$ cat src/rtl/adc_ctl_pkg.sv
package adc_ctl_pkg;
    typedef enum logic [1:0] {
        ST_IDLE,
        ST_SETUP,
        ST_PULSE,
        ST_READ
    } ctl_state_t;

    // cycles needed to cover a time given in picoseconds, rounded up
    function automatic int ps_to_cycles(input int span_ps, input int clk_ps);
        return (span_ps + clk_ps - 1) / clk_ps;
    endfunction
endpackage

$ cat src/rtl/adc_busy_sync.sv
module adc_busy_sync #(
    parameter int STAGES = 2
) (
    input  logic clk,
    input  logic rst_n,
    input  logic busy_async,
    output logic busy_rise
);
    logic [STAGES-1:0] sync_q;
    logic              last_q;

    generate
        for (genvar g = 0; g < STAGES; g++) begin : g_stage
            if (g == 0) begin : g_first
                always_ff @(posedge clk) begin
                    if (!rst_n) sync_q[0] <= 1'b1;
                    else        sync_q[0] <= busy_async;
                end
            end else begin : g_next
                always_ff @(posedge clk) begin
                    if (!rst_n) sync_q[g] <= 1'b1;
                    else        sync_q[g] <= sync_q[g-1];
                end
            end
        end
    endgenerate

    always_ff @(posedge clk) begin
        if (!rst_n) last_q <= 1'b1;
        else        last_q <= sync_q[STAGES-1];
    end

    assign busy_rise = sync_q[STAGES-1] & ~last_q;
endmodule

$ cat src/rtl/adc_rate_timer.sv
module adc_rate_timer #(
    parameter int PW      = 16,
    parameter int MIN_PER = 332
) (
    input  logic          clk,
    input  logic          rst_n,
    input  logic [PW-1:0] period_cfg,
    input  logic          restart,
    output logic          ready
);
    localparam logic [PW-1:0] MIN_V = PW'(MIN_PER);

    logic [PW-1:0] since_q;
    logic [PW-1:0] eff_per;

    assign eff_per = (period_cfg < MIN_V) ? MIN_V : period_cfg;
    assign ready   = since_q >= (eff_per - PW'(1));

    always_ff @(posedge clk) begin
        if (!rst_n)              since_q <= '1;
        else if (restart)        since_q <= '0;
        else if (since_q != '1)  since_q <= since_q + PW'(1);
    end
endmodule

$ cat src/rtl/adc_ctl_fsm.sv
module adc_ctl_fsm
    import adc_ctl_pkg::*;
#(
    parameter int SETUP_CYC   = 2,
    parameter int PULSE_CYC   = 8,
    parameter int TIMEOUT_CYC = 520
) (
    input  logic       clk,
    input  logic       rst_n,
    input  logic       enable,
    input  logic       single_line,
    input  logic       ready,
    input  logic       busy_rise,
    output logic       start,
    output logic       capture,
    output logic       timeout,
    output ctl_state_t state_o
);
    localparam int CW = $clog2(TIMEOUT_CYC + 1);

    ctl_state_t    state_q, state_d;
    logic [CW-1:0] step_q, step_d;

    always_ff @(posedge clk) begin
        if (!rst_n) begin
            state_q <= ST_IDLE;
            step_q  <= '0;
        end else begin
            state_q <= state_d;
            step_q  <= step_d;
        end
    end

    always_comb begin
        state_d = state_q;
        step_d  = step_q + CW'(1);
        start   = 1'b0;
        capture = 1'b0;
        timeout = 1'b0;
        unique case (state_q)
            ST_IDLE: begin
                step_d = '0;
                if (enable && ready) begin
                    start   = 1'b1;
                    state_d = single_line ? ST_PULSE : ST_SETUP;
                end
            end
            ST_SETUP: begin
                if (step_q == CW'(SETUP_CYC - 1)) begin
                    state_d = ST_PULSE;
                    step_d  = '0;
                end
            end
            ST_PULSE: begin
                if (step_q == CW'(PULSE_CYC - 1)) begin
                    state_d = ST_READ;
                    step_d  = '0;
                end
            end
            ST_READ: begin
                if (busy_rise) begin
                    capture = 1'b1;
                    state_d = ST_IDLE;
                    step_d  = '0;
                end else if (step_q == CW'(TIMEOUT_CYC - 1)) begin
                    timeout = 1'b1;
                    state_d = ST_IDLE;
                    step_d  = '0;
                end
            end
        endcase
    end

    assign state_o = state_q;
endmodule

$ cat src/rtl/adc_sample_ctl.sv
module adc_sample_ctl
    import adc_ctl_pkg::*;
#(
    parameter int CLK_PS      = 5000,
    parameter int DW          = 12,
    parameter int PW          = 16,
    parameter int SYNC_STAGES = 2,
    parameter int PULSE_PS    = 40000,
    parameter int SETUP_PS    = 10000,
    parameter int CYCLE_PS    = 1660000,
    parameter int CONV_PS     = 1300000
) (
    input  logic                 clk,
    input  logic                 rst_n,
    input  logic                 enable,
    input  logic                 single_line,
    input  logic [PW-1:0]        period_cfg,
    input  logic                 adc_busy,
    input  logic [DW-1:0]        adc_bus,
    output logic                 adc_cs_n,
    output logic                 adc_rc,
    output logic                 smp_valid,
    output logic signed [DW-1:0] smp_data,
    output logic                 err_timeout
);
    localparam int PULSE_CYC   = ps_to_cycles(PULSE_PS, CLK_PS);
    localparam int SETUP_CYC   = ps_to_cycles(SETUP_PS, CLK_PS);
    localparam int MIN_PER_CYC = ps_to_cycles(CYCLE_PS, CLK_PS);
    localparam int CONV_CYC    = ps_to_cycles(CONV_PS, CLK_PS);
    localparam int TIMEOUT_CYC = 2 * CONV_CYC;

    logic       busy_rise, ready, start, capture, timeout;
    ctl_state_t state;

    adc_busy_sync #(.STAGES(SYNC_STAGES)) sync_i (
        .clk(clk), .rst_n(rst_n), .busy_async(adc_busy), .busy_rise(busy_rise)
    );

    adc_rate_timer #(.PW(PW), .MIN_PER(MIN_PER_CYC)) rate_i (
        .clk(clk), .rst_n(rst_n), .period_cfg(period_cfg),
        .restart(start), .ready(ready)
    );

    adc_ctl_fsm #(
        .SETUP_CYC(SETUP_CYC), .PULSE_CYC(PULSE_CYC), .TIMEOUT_CYC(TIMEOUT_CYC)
    ) fsm_i (
        .clk(clk), .rst_n(rst_n), .enable(enable), .single_line(single_line),
        .ready(ready), .busy_rise(busy_rise), .start(start),
        .capture(capture), .timeout(timeout), .state_o(state)
    );

    // control pins decoded from the sequencer state
    always_comb begin
        unique case (state)
            ST_IDLE:  begin adc_cs_n = ~single_line; adc_rc = 1'b1; end
            ST_SETUP: begin adc_cs_n = 1'b1;         adc_rc = 1'b0; end
            ST_PULSE: begin adc_cs_n = 1'b0;         adc_rc = 1'b0; end
            ST_READ:  begin adc_cs_n = 1'b0;         adc_rc = 1'b1; end
        endcase
    end

    always_ff @(posedge clk) begin
        if (!rst_n) begin
            smp_valid   <= 1'b0;
            smp_data    <= '0;
            err_timeout <= 1'b0;
        end else begin
            smp_valid <= capture;
            if (capture) smp_data <= adc_bus;
            if (timeout) err_timeout <= 1'b1;
        end
    end
endmodule

$ cat config.mk
export PLATFORM = sky130hd
export DESIGN_NAME = adc_sample_ctl
export DESIGN_NICKNAME = d
export VERILOG_FILES = /design/src/rtl/adc_ctl_pkg.sv /design/src/rtl/adc_busy_sync.sv /design/src/rtl/adc_rate_timer.sv /design/src/rtl/adc_ctl_fsm.sv /design/src/rtl/adc_sample_ctl.sv
export SDC_FILE = /design/constraint.sdc
export NUM_CORES = 1
export LEC_CHECK = 0
export BUFFER_PORTS_ARGS = -buffer_cell sky130_fd_sc_hd__buf_2
export CORE_MARGIN = 8
export CORE_UTILIZATION = 50
export DETAILED_ROUTE_END_ITERATION = 8
export PLACE_DENSITY = 0.72
export SLEW_MARGIN = 20
export SYNTH_ARGS = -nofsm -noshare
export SYNTH_HDL_FRONTEND = slang
export SYNTH_SLANG_ARGS = --single-unit
$ cat constraint.sdc
create_clock -name clk -period 6.15 [get_ports clk]
set_input_delay 1.23 -clock clk [delete_from_list [all_inputs] [get_ports clk]]
set_output_delay 1.23 -clock clk [all_outputs]
set_load 0.1 [all_outputs]
# Word-level counts from Yosys, hierarchy flattened

Index checks and enable logic that the tools add are counted.

Logic and storage cells: 59
Bits in registers: 45
Input bits: 33
Output and inout bits: 16

Mux-type cells: 24
Bitwise operators: 3
$lt $le $gt $ge: 2
Add/sub/neg operators: 3
Reduce and logical (&&, ||, !) cells: 7
Equal/unequal tests: 11

Operators with widths:

| operator                                              | count |
|---|---|
| 2-to-1 mux 16 bit                                     | 3 |
| 2-to-1 mux 10 bit                                     | 4 |
| one-hot mux 10 bit (4 select lines)                   | 1 |
| adder 16 x 1 -> 16 bit (second input constant)        | 1 |
| >= comparator 16 bit                                  | 1 |
| < comparator 16 x 9 -> 1 bit (second input constant)  | 1 |
| != test 16 bit (second input constant)                | 1 |
| subtractor 16 x 1 -> 16 bit (second input constant)   | 1 |
| 2-to-1 mux 2 bit                                      | 6 |
| adder 10 x 1 -> 10 bit (second input constant)        | 1 |
| equality test 10 x 1 -> 1 bit (second input constant) | 1 |
| equality test 10 bit (second input constant)          | 1 |
| equality test 10 x 3 -> 1 bit (second input constant) | 1 |
| one-hot mux 2 bit (4 select lines)                    | 1 |
| 2-to-1 mux 1 bit                                      | 7 |
| != test 2 x 1 -> 1 bit (second input constant)        | 3 |
| OR reduction 2 bit                                    | 3 |
| equality test 2 bit (second input constant)           | 2 |
| AND reduction 4 bit                                   | 1 |
| != test 3 x 2 -> 1 bit (second input constant)        | 1 |
| one-hot mux 1 bit (3 select lines)                    | 1 |
| equality test 2 x 1 -> 1 bit (second input constant)  | 1 |
| logical NOT 2 bit                                     | 1 |
| NOT 1 bit                                             | 2 |
| other kinds (4)                                       | 4 |

# Depth between registers and ports, before layout

Depth in word-level cells: 8
Depth in mapped cells: 16
Depth with buffers taken out: 16

# Cells and area by module

A second synthesis with hierarchy kept.

Cells, all modules: 339
Area, all modules: 2921.6 um2

Modules (own cells, without submodules):

| module         | sequential area each (um2) | area an instance (um2) | cells an instance | instances |
|---|---|---|---|---|
| adc_rate_timer | 320.3                      | 1586.5                 | 207               | 1 |
| adc_ctl_fsm    | 240.2                      | 666.9                  | 75                | 1 |
| adc_sample_ctl | 280.3                      | 575.6                  | 50                | 1 |
| adc_busy_sync  | 60.1                       | 92.6                   | 7                 | 1 |

# Least setup slack after synthesis

Ideal clock, no wire load.

Path type: input to register
From: in period_cfg[12]
To: reg rate_i.since_q[4]
Path slack: 1.151 ns
Setup time: 0.135 ns
Path buffers: 1
Arrival time: 4.864 ns
Stages: 16
Data required time: 6.015 ns
Cells stage by stage: or4_1 -> nor4_2 -> o21ai_1 -> nand2_1 -> ha_1 -> nand2b_1 -> or4_4 -> nor4_1 -> xnor2_1 -> ha_1 -> nand4_1 -> nor3_1 -> o311ai_1 -> a31oi_1 -> clkbuf_1 -> o21ai_0

Word-level cells in the longest chain between the ends: 8
Elaborated cells between the ends (all ways): 9
Classes of those cells: add/sub: 1; order compare: 2; mux: 4; reduce/logical: 2

RTL lines:

| item                                                           | RTL line             | RTL |
|---|---|---|
| start: declaration                                             | adc_sample_ctl.sv:17 | `input logic [PW-1:0] period_cfg,` |
| < comparator 16 x 9 -> 1 bit                                   | adc_rate_timer.sv:16 | `assign eff_per = (period_cfg < MIN_V) ? MIN_V : period_cfg;` |
| 2-to-1 mux 16 bit (*)                                          | adc_rate_timer.sv:16 |  |
| subtractor 16 x 1 -> 16 bit (*)                                | adc_rate_timer.sv:17 | `assign ready = since_q >= (eff_per - PW'(1));` |
| >= comparator 16 bit (*)                                       | adc_rate_timer.sv:17 |  |
| logical AND 1 bit (*)                                          | adc_ctl_fsm.sv:43    | `if (enable && ready) begin` |
| 2-to-1 mux 1 bit (*)                                           | adc_ctl_fsm.sv:43    |  |
| 2-to-1 mux 1 bit (*)                                           | adc_ctl_fsm.sv:40    | `unique case (state_q)` |
| 2-to-1 mux 16 bit / nonzero test 2 bit (equally long branches) | -                    |  |
| end signal: assignment                                         | adc_rate_timer.sv:22 | `else if (since_q != '1) since_q <= since_q + PW'(1);` |
| end: declaration                                               | adc_rate_timer.sv:13 | `logic [PW-1:0] since_q;` |

Every way passes the cells marked *; elsewhere a longest branch is shown, timed or not.
A chain may end at the register's enable or synchronous reset.

# Worst setup path after layout

From: in period_cfg[10]
To: reg rate_i.since_q[14]

The elaborated chain is that of the path after synthesis.

==> impl_metrics.ini <==
[routing]
wire_per_inst_um = 12.3
drt-initial-drc-count = 57
first_pass_iters = 4
ant_nets = 0
drt_wl_total_um = 5450
vias = 2313
vias_per_cell = 5.23
drc = 0

[clock_network]
root_buffer = clkbuf_8
cts_tree = done
cts_hold_buf = 0
h-tree-depth = 2
cts_resized = 0
cts_buffers = 5
insertion_delay_ns = 0.30
path_clk_slew_ns = 0.09
cts_setup_buffers = 0
clockBufferDepth = 2
cts.sinks = 45

[logic_synthesis]
syn_area_um2 = 2650
ys.flop_type = dfxtp_1
ys_types = 46
ys_top_cells_by_area = dfxtp_1, ha_1, xnor2_1
syn_nets = 381
synth.avg_cell_area_um2 = 8.17
ys_warn_count = 0
ys_seq_elements = 45
async_flop_share = 0
synth_area_leader_cell = dfxtp_1
synth_top_area_share = 0.340
synthCells = 324
synth-seq-area-share = 0.340
synth_edf_count = 0

[critical_path]
critPathTopFamily = simple AND/OR/NAND/NOR gates
cpMaxStageDelayCell = or4_1
cp_data_required_time_ns = 6.37
critPathBufInv = 2
cp_max_fo = 16
path_cells = buf_2 -> or4_1 -> nor4_2 -> o21ai_1 -> nand2_1 -> ha_1 -> nand2b_1 -> or4_4 -> nor4_1 -> xnor2_1 -> ha_1 -> nand4_1 -> nor2_1 -> nor4_1 -> a31oi_1 -> buf_4 -> o31ai_1
crit_type = in2reg
startpoint_type = input port
crit_path_max_incr_delay_ns = 0.58
arrival_ns = 5.37
cp-end-kind = flop

[global_route]
overflow = 0
grt_max_degree = 23
grt_pass1_wl_um = 9270
antenna_found_initial = 0
grt_pass1_vias = 2087
grtUsageTotal = 0.147

[sta]
finalSetupViolCount = 0
drv_slew = 0
slew_headroom = 0.492
fin_ws_ns = 0.998
period_minus_slack_ns = 5.15
hold_viol = 0
fin_setup_tns_ns = 0
tightest_slew_ns = 0.757
finClkSkew_ns = 0.00688
max_freq_mhz = 194
rsz0062_at_grt = false
period_share = 0.838
hold_slack_ns = 0.428

[cells_and_area]
antenna_cells = 0
area_growth_syn_to_layout_pct = 14.9
final_cells = 442
drive_above_1_share = 0.177
final_net_count = 428
design_area_um2 = 3040
post-route-util = 0.595

[place]
gp_congestion = 0.809
post_dp_cell_area_um2 = 2940
dp_slack_ns = 0.661
io_buffers = 48
place_inst = 434
dp_hpwl_um = 4260

[pwr]
powerDensity_nw_per_um2 = 344
p_leak_nw = 1.22
irDropWorstVdd_mv = 0.141
power_mw = 1.05

[floorplanning]
die_area_um2 = 7880
ios = 49
rows = 26
die_x_um = 88.8
fp.coreArea_um2 = 5110
fp.dieH_um = 88.8
start_util = 0.518

[run]
cap_violations = 0

[status]
status = complete, no violations

[worst_hold_path]
worstHoldPathType = reg2reg
==> cells in the mapped netlist, types with 6 or more instances <==
library cell and instances:
a21oi_1 21, clkbuf_1 6, dfxtp_1 45, ha_1 24, inv_1 11, nand2_1 50
nand2b_1 8, nand3_1 11, nor2_1 32, nor3_1 12, o21ai_0 20, xnor2_1 25
xor2_1 7
==> cells in the final DEF (no fill, tap or decap), types with 2 or more instances in the layout <==
cell	n
nor4_4	2
mux2i_1	2
a31oi_1	5
inv_1	11
or4_4	2
nand2_1	50
nand3b_1	2
nor3b_1	2
and4_1	2
xor2_1	7
nor2b_1	3
buf_2	48
nor3_1	12
xnor2_1	25
clkbuf_8	6
nand2b_1	8
nor4_1	5
ha_1	24
dfxtp_1	45
nand3_1	11
a21oi_1	21
nor2_1	32
nand4_1	3
and2_1	2
o21ai_0	20
==> report_power, final <==
part           switching [mW]  total, mW  internal, mW
Combinational           0.266      0.447         0.181
Sequential             0.0657      0.409         0.343
Clock                  0.0991      0.190        0.0911
Total                   0.431       1.05         0.615
==> path summary, 6_finish.rpt <==
check	startpoint	slack (ns)	cells past startpoint	endpoint
max	period_cfg[10]	1.0	17	rate_i.since_q[14]
min	sync_i.sync_q[0]	0.43	1	sync_i.sync_q[1]
max reg2reg	rate_i.since_q[2]	3.94	6	rate_i.since_q[3]
min reg2reg	sync_i.sync_q[0]	0.43	1	sync_i.sync_q[1]
==> area by class of cell <==
class | count | area [um2]
inverters | 11 | 41.3
clock inverters | 2 | 13.8
fillers | 480 | 2070
flip-flops and latches | 45 | 901
repair buffers | 49 | 248
clock buffers | 6 | 82.6
multi-input cells | 259 | 1670
well taps | 70 | 87.6
==> sequential cells by signal, indices dropped and copies added (netlist names) <==
signal          cells
err_timeout         1
smp_data           12
rate_i.since_q     16
fsm_i.state_o       2
sync_i.last_q       1
smp_valid           1
fsm_i.step_q       10
sync_i.sync_q       2
==> metal layers <==
layer,global-route usage,wire length [um],part of all wire
met1,0.190,2610,0.48
met2,0.229,2420,0.44
met3,0.0306,340,0.062
met4,0.0599,87,0.016
met5,0,0,0
==> cells by family (layout without fill, tap and decap cells) <==
family                     after synthesis  after routing  share of synthesized area
and+or+nand+nor                        143            143                      0.271
AOI/OAI and AO/OA                       58             58                      0.128
DFF                                     45             45                      0.340
xor gates and xnor gates                32             32                      0.106
adders and majority gates               24             24                      0.113
buffers and inverters                   20             68                     0.0331
muxes                                    2              2                    0.00757
(Power assumes the default switching activity.)
